<file path="src/rtl/pwr_state_ctl.sv">
module pwr_state_ctl #(
  parameter int NUM_IRQ    = 4,
  parameter int PRIO_W     = 3,
  parameter int NUM_PERIPH = 4
) (
  input  logic                      clk,
  input  logic                      rst_n,
  input  logic                      wait_stb,
  input  logic                      sleep_en,
  input  logic [NUM_IRQ-1:0]        irq_req,
  input  logic [NUM_IRQ*PRIO_W-1:0] irq_prio,
  input  logic [PRIO_W-1:0]         cpu_prio,
  input  logic                      dev_reset,
  input  logic                      wdt_timeout,
  input  logic                      clk_ready,
  input  logic [NUM_PERIPH-1:0]     stop_in_idle,
  output logic [1:0]                state,
  output logic                      cpu_halt,
  output logic                      sysclk_en,
  output logic                      pbclk_en,
  output logic [NUM_PERIPH-1:0]     periph_run
);
  localparam logic [1:0] ST_RUN   = 2'd0;
  localparam logic [1:0] ST_IDLE  = 2'd1;
  localparam logic [1:0] ST_SLEEP = 2'd2;
  localparam logic [1:0] ST_WAKE  = 2'd3;

  logic [1:0]        st, st_nx;
  logic [PRIO_W-1:0] best;

  always_comb begin
    best = '0;
    for (int i = 0; i < NUM_IRQ; i++)
      if (irq_req[i] && irq_prio[i*PRIO_W +: PRIO_W] > best)
        best = irq_prio[i*PRIO_W +: PRIO_W];
  end

  wire any_req = |irq_req;
  wire wake_hi = any_req && (best > cpu_prio);

  always_comb begin
    st_nx = st;
    if (dev_reset) st_nx = ST_RUN;
    else begin
      case (st)
        ST_RUN:   if (wait_stb) st_nx = sleep_en ? ST_SLEEP : ST_IDLE;
        ST_IDLE:  if (wdt_timeout || wake_hi) st_nx = ST_RUN;
        ST_SLEEP: if (wdt_timeout || wake_hi) st_nx = ST_WAKE;
                  else if (any_req) st_nx = ST_IDLE;
        default:  if (clk_ready) st_nx = ST_RUN;
      endcase
    end
  end

  always_ff @(posedge clk or negedge rst_n)
    if (!rst_n) st <= ST_RUN;
    else        st <= st_nx;

  wire clocks_on = (st == ST_RUN) || (st == ST_IDLE);

  assign state      = st;
  assign cpu_halt   = (st != ST_RUN);
  assign sysclk_en  = clocks_on;
  assign pbclk_en   = clocks_on;
  assign periph_run = (st == ST_RUN)  ? {NUM_PERIPH{1'b1}} :
                      (st == ST_IDLE) ? ~stop_in_idle : '0;
endmodule

</file>
<file path="config.mk">
export PLATFORM = sky130hd
export DESIGN_NAME = pwr_state_ctl
export DESIGN_NICKNAME = d
export VERILOG_FILES = /design/src/rtl/pwr_state_ctl.sv
export SDC_FILE = /design/constraint.sdc
export NUM_CORES = 1
export LEC_CHECK = 0
export BUFFER_PORTS_ARGS = -buffer_cell sky130_fd_sc_hd__clkbuf_2
export CAP_MARGIN = 20
export CORE_MARGIN = 2
export CORE_UTILIZATION = 42
export DETAILED_ROUTE_END_ITERATION = 16
export PLACE_DENSITY_LB_ADDON = 0.12
export SLEW_MARGIN = 20
export SYNTH_ARGS = -nofsm -noshare
export SYNTH_HDL_FRONTEND = slang
export SYNTH_SLANG_ARGS = --single-unit
export TNS_END_PERCENT = 5
</file>
<file path="constraint.sdc">
create_clock -name clk -period 1.4 [get_ports clk]
set_clock_uncertainty 0.1 [all_clocks]
set_input_delay 0.07 -clock clk [delete_from_list [all_inputs] [get_ports clk]]
set_output_delay 0.07 -clock clk [all_outputs]
set_load 0.03 [all_outputs]
</file>
==> results.md, run 1 <==
- Initial Util: 0.4634
- Number of synthesized flops with an enable pin: 0
- Post-Syn Area: 618.1 um^2
- GPL Wtd Cong: 0.8074
- DIE HEIGHT: 42.36 um
- Status: did not finish
- Die X: 42.36 um
- Total grt overflow: 4
- CTS H-tree lvls: 1
- Tool error: [ERROR GRT-0232] Routing congestion too high. Check the congestion heatmap in the GUI.
- Synthesis-stage register bit count: 2
- CTS Buffer Depth: 2
- Mean Syn Cell Area: 7.538 um^2
- Syn nets: 124
- Main synth FF type: dfrtp_1
- Sequential area share after synthesis: 0.08097
- GRT Total Usage: 0.5426
- Worst_ep grt: state[0]$_DFFE_PN0P_/D
- Failing step: 5_1_grt
- Post-Syn Instances: 82
- Port Buffers: 38
- TritonCTS Buffers: 3
- Ys async rst share: 1.000
- Largest net degree at the start of global routing: 12
- Unique masters post-synth: 31
- Root buf cell: clkbuf_4
- DP HPWL: 1576 um
- Worst endpoint type: register data pin
- Row count: 13
- Top Ports: 39
- CTS sink count: 2
- Syn. warnings: 0
-- layer usage --
layer | overflow | global-route usage
met2 | 3 | 0.7538
met1 | 0 | 0.4872
met4 | 1 | 0.6188
met5 | 0 | 0.1000
met3 | 0 | 0.3448
-- synthesized netlist by cell type (2+ instances only) --
library cell / count / share of area
a21oi_1: 6 / 0.049
ha_1: 12 / 0.24
inv_1: 11 / 0.067
nor2_1: 7 / 0.043
a211oi_1: 2 / 0.024
o21a_1: 2 / 0.024
nand2_1: 6 / 0.036
a21o_1: 2 / 0.024
o21ai_0: 3 / 0.024
o31ai_1: 2 / 0.024
nor2b_1: 3 / 0.030
nand3_1: 2 / 0.016
dfrtp_1: 2 / 0.081
mux2_2: 4 / 0.073
nor3b_1: 2 / 0.024
-- cells by family after synthesis --
kind of cell | count (synthesis) | share of synthesized area
DFF | 2 | 0.08097
adders and majority gates | 12 | 0.2429
muxes | 4 | 0.07287
and+or+nand+nor | 26 | 0.2247
buffers and inverters | 13 | 0.08502
AOI/OAI and AO/OA | 25 | 0.2935
-- what timing repair did --
action,in CTS
resized for setup,9
setup buffers,6
hold buffers,2
hold endpoints to repair,4
setup endpoints to repair,2
pin swaps,16
-- per-stage QoR --
| step | worst slack, ps | instance area [um^2] | std cells | setup TNS, ps |
|---|---|---|---|---|
| after floorplan | -3264 | 740.7 | 82 | -6394 |
| after global placement | -3352 | 1059 | 149 | -6585 |
| after detailed placement | -3523 | 1059 | 149 | -6915 |
| after CTS | -3157 | 1217 | 160 | -6123 |
==> inputs of run 2 (changes only) <==
CORE_AREA = 2 2 63 65   (was unset)
CORE_MARGIN = unset   (was 2)
CORE_UTILIZATION = unset   (was 42)
DIE_AREA = 0 0 65 67   (was unset)
PLACE_DENSITY_LB_ADDON = 0.15   (was 0.12)
==> results.md, run 2 <==
- Number of global-route vias before repair: 827
- Leading area contributor after synthesis: ha_1 (unchanged)
- Number of synthesized flops with an enable pin: 0 (unchanged)
- Number of max-cap violations: 0
- Syn. warnings: 0 (unchanged)
- CP Launch Type: input pin
- Fin crit share: 3.131
- Critical path peak fanout: 7
- Finished Layout Cells: 196
- Share of Yosys cell area claimed by the top area cell type: 0.2429 (unchanged)
- Mean Syn Cell Area: 7.538 um^2 (unchanged)
- Main synth FF type: dfrtp_1 (unchanged)
- Final wirelength: 1975 um
- Most frequent CP cell: ha_4
- Row count: 22 (was 13)
- Post-Place Cell Area: 1145 um^2 (was 1059 um^2)
- Worst vdd ir: 0.2065 mV
- Max incr delay on CP: 360 ps
- Maximum achievable frequency: 228.2 MHz
- Nets: 192
- DIE HEIGHT: 67 um (was 42.36 um)
- Latest clock arrival within the worst-skew pair: 210 ps
- Reg area: 50.05 um^2
- Initial antenna violation count: 0
- FILL cells: 371
- Multi-input gate area: 710.7 um^2
- First drt pass iteration count: 4
- Via density: 4.194
- Ys async rst share: 1.000 (unchanged)
- Worst Tran Pin Value: 396.0 ps
- Final Critical Period: 4383 ps
- Count of final max-slew check failures: 0
- TritonCTS Buffers: 3 (unchanged)
- Sequential area share after synthesis: 0.08097 (unchanged)
- First-pass GRT wire length: 3277 um
- Largest net degree at the start of global routing: 8
- CTS Buffer Depth: 2 (unchanged)
- Hold Slack: 85.40 ps
- Failing checks: setup timing
- GPL Wtd Cong: 0.7078 (was 0.8074)
- Port Buffers: 38 (unchanged)
- Die X: 65 um (was 42.36 um)
- Worst hold path class: in -> async
- Top Ports: 39 (unchanged)
- Crit path max-delay cell type: mux2_4
- Placed Instances: 188 (was 149)
- M1 GR Usage: 0.1106
- Worst Setup Path Type: in -> reg
- Synthesis-stage register bit count: 2 (unchanged)
- Critical Path RT: 1400 ps
- End-of-flow core utilization: 0.3699
- Post-DRT Antenna Nets: 0
- Root buf cell: clkbuf_8 (was clkbuf_4)
- Post-Syn Instances: 82 (unchanged)
- Routing usage on met3: 0.02027
- Post-route DRC: 0
- # diodes: 0
- Clk slew on worst S/H paths: 30 ps
- Total power: 0.001016 W
- Largest cells by area after synthesis: ha_1 24%, dfrtp_1 8.1%, mux2_2 7.3%, inv_1 6.7%, a21oi_1 4.9% (unchanged)
- DP HPWL: 1692 um (was 1576 um)
- Top-count cell post-synth: ha_1 (unchanged)
- Total grt overflow: 0
- Static leakage: 0.6528 nW
- Initial Util: 0.1714 (was 0.4634)
- Detailed router's first-iteration violation count: 22
- Cell area after layout: 1334 um^2
- Pwr dens: 761.5 nW/um^2
- Post-Syn Area: 618.1 um^2 (unchanged)
- CP arrival: 4380 ps
- Global routing's busiest layer: met2
- GRT Total Usage: 0.09605
- Layout cells sized above 1: 0.6284
- RSZ-0062 raised after global routing: true
- Die Area: 4355 um^2
- Commonest non-fill, non-tap cell in the layout: clkbuf_2
- Status: finished with violations (was did not finish)
- Critical path endpoint category: register
- Synth-to-Final Area Change: 115.8%
- Routed len/inst: 10.08 um
- CTS sink count: 2 (unchanged)
- CTS H-tree lvls: 1 (unchanged)
- Top cells by count, synth: 12 x ha_1, 11 x inv_1, 7 x nor2_1 (unchanged)
- Fin. Hold Viols: 0
- CTS tree: done
- Normalized max-slew margin: 0.7337
- Met2 Use GR: 0.1830
- Final setup margin: -2983 ps
- Core area: 3606 um^2
- Syn nets: 124 (unchanged)
- Unique masters post-synth: 31 (unchanged)
- Most frequent cells in the layout: 34 x clkbuf_2, 24 x buf_4, 10 x inv_1, 7 x ha_4
- Vias post-DR: 822
- Max reg flops: 2
- Final setup fails: 2
==> run 2: kinds of logic (layout without fill, tap and decap cells) <==
group                      after synthesis  in the layout  synth area share
AOI/OAI and AO/OA                       25             25            0.2935
adders and majority gates               12             12            0.2429
buffers and inverters                   13             79           0.08502
DFF                                      2              2           0.08097
muxes                                    4              4           0.07287
and+or+nand+nor                         26             26            0.2247
==> run 2: worst max-delay path: cells and delay by family <==
kind / cells / cell delay, ps
AOI/OAI and AO/OA: 12 / 1960
muxes: 1 / 360
adders and majority gates: 4 / 1000
and+or+nand+nor: 6 / 680
buffers and inverters: 3 / 320
==> run 2: path summary, 6_finish.rpt <==
check / from / end / slack, ps / cells after the start
worst min-delay path: rst_n / state[1]$_DFFE_PN0P_ / 90 / 2
worst max-delay path: irq_req[0] / state[0]$_DFFE_PN0P_ / -2980 / 26
worst max register to register: state[1]$_DFFE_PN0P_ / state[0]$_DFFE_PN0P_ / 50 / 3
max in group asynchronous: rst_n / state[0]$_DFFE_PN0P_ / 1010 / 2
min in group clk: clk_ready / state[1]$_DFFE_PN0P_ / 120 / 3
worst min register to register: state[1]$_DFFE_PN0P_ / state[0]$_DFFE_PN0P_ / 480 / 1
==> run 2: through the flow <==
step / setup WS (ps) / setup TNS (ps)
floorplan: -3264 / -6394
global placement: -3362 / -6585
detailed placement: -3421 / -6696
CTS: -3085 / -5995
global route: -3262 / -6453
finish: -2983 / -5829
==> run 2: area by class of cell <==
cell class              count  area share
clock buffers               3     0.03096
inverters                  11     0.03096
multi-input cells          67      0.5328
flip-flops and latches      2     0.03752
well taps                  48     0.04503
repair buffers             65      0.3227
==> run 2: timing repair <==
item | in CTS | in global routing
hold endpoints to repair | 4 | 0
buffers inserted | 3 | 0
hold buffers | 2 | 0
cloned | 0 | 0
endpoints found under the setup margin | 2 | 3
pin swaps | 16 | 11
resized for setup | 11 | 5
==> run 2: metal layers <==
layer	wire [um]	part of all wire
met1	857	0.43
met2	987	0.50
met5	0	0
met3	125	0.063
met4	5	0.0025
==> run 2: power by group <==
part	internal [W]	switching, W
clock	0.000181	0.0000407
combinational	0.000370	0.000348
sequential	0.0000650	0.0000110
total	0.000616	0.000399
(Power assumes the default switching activity.)
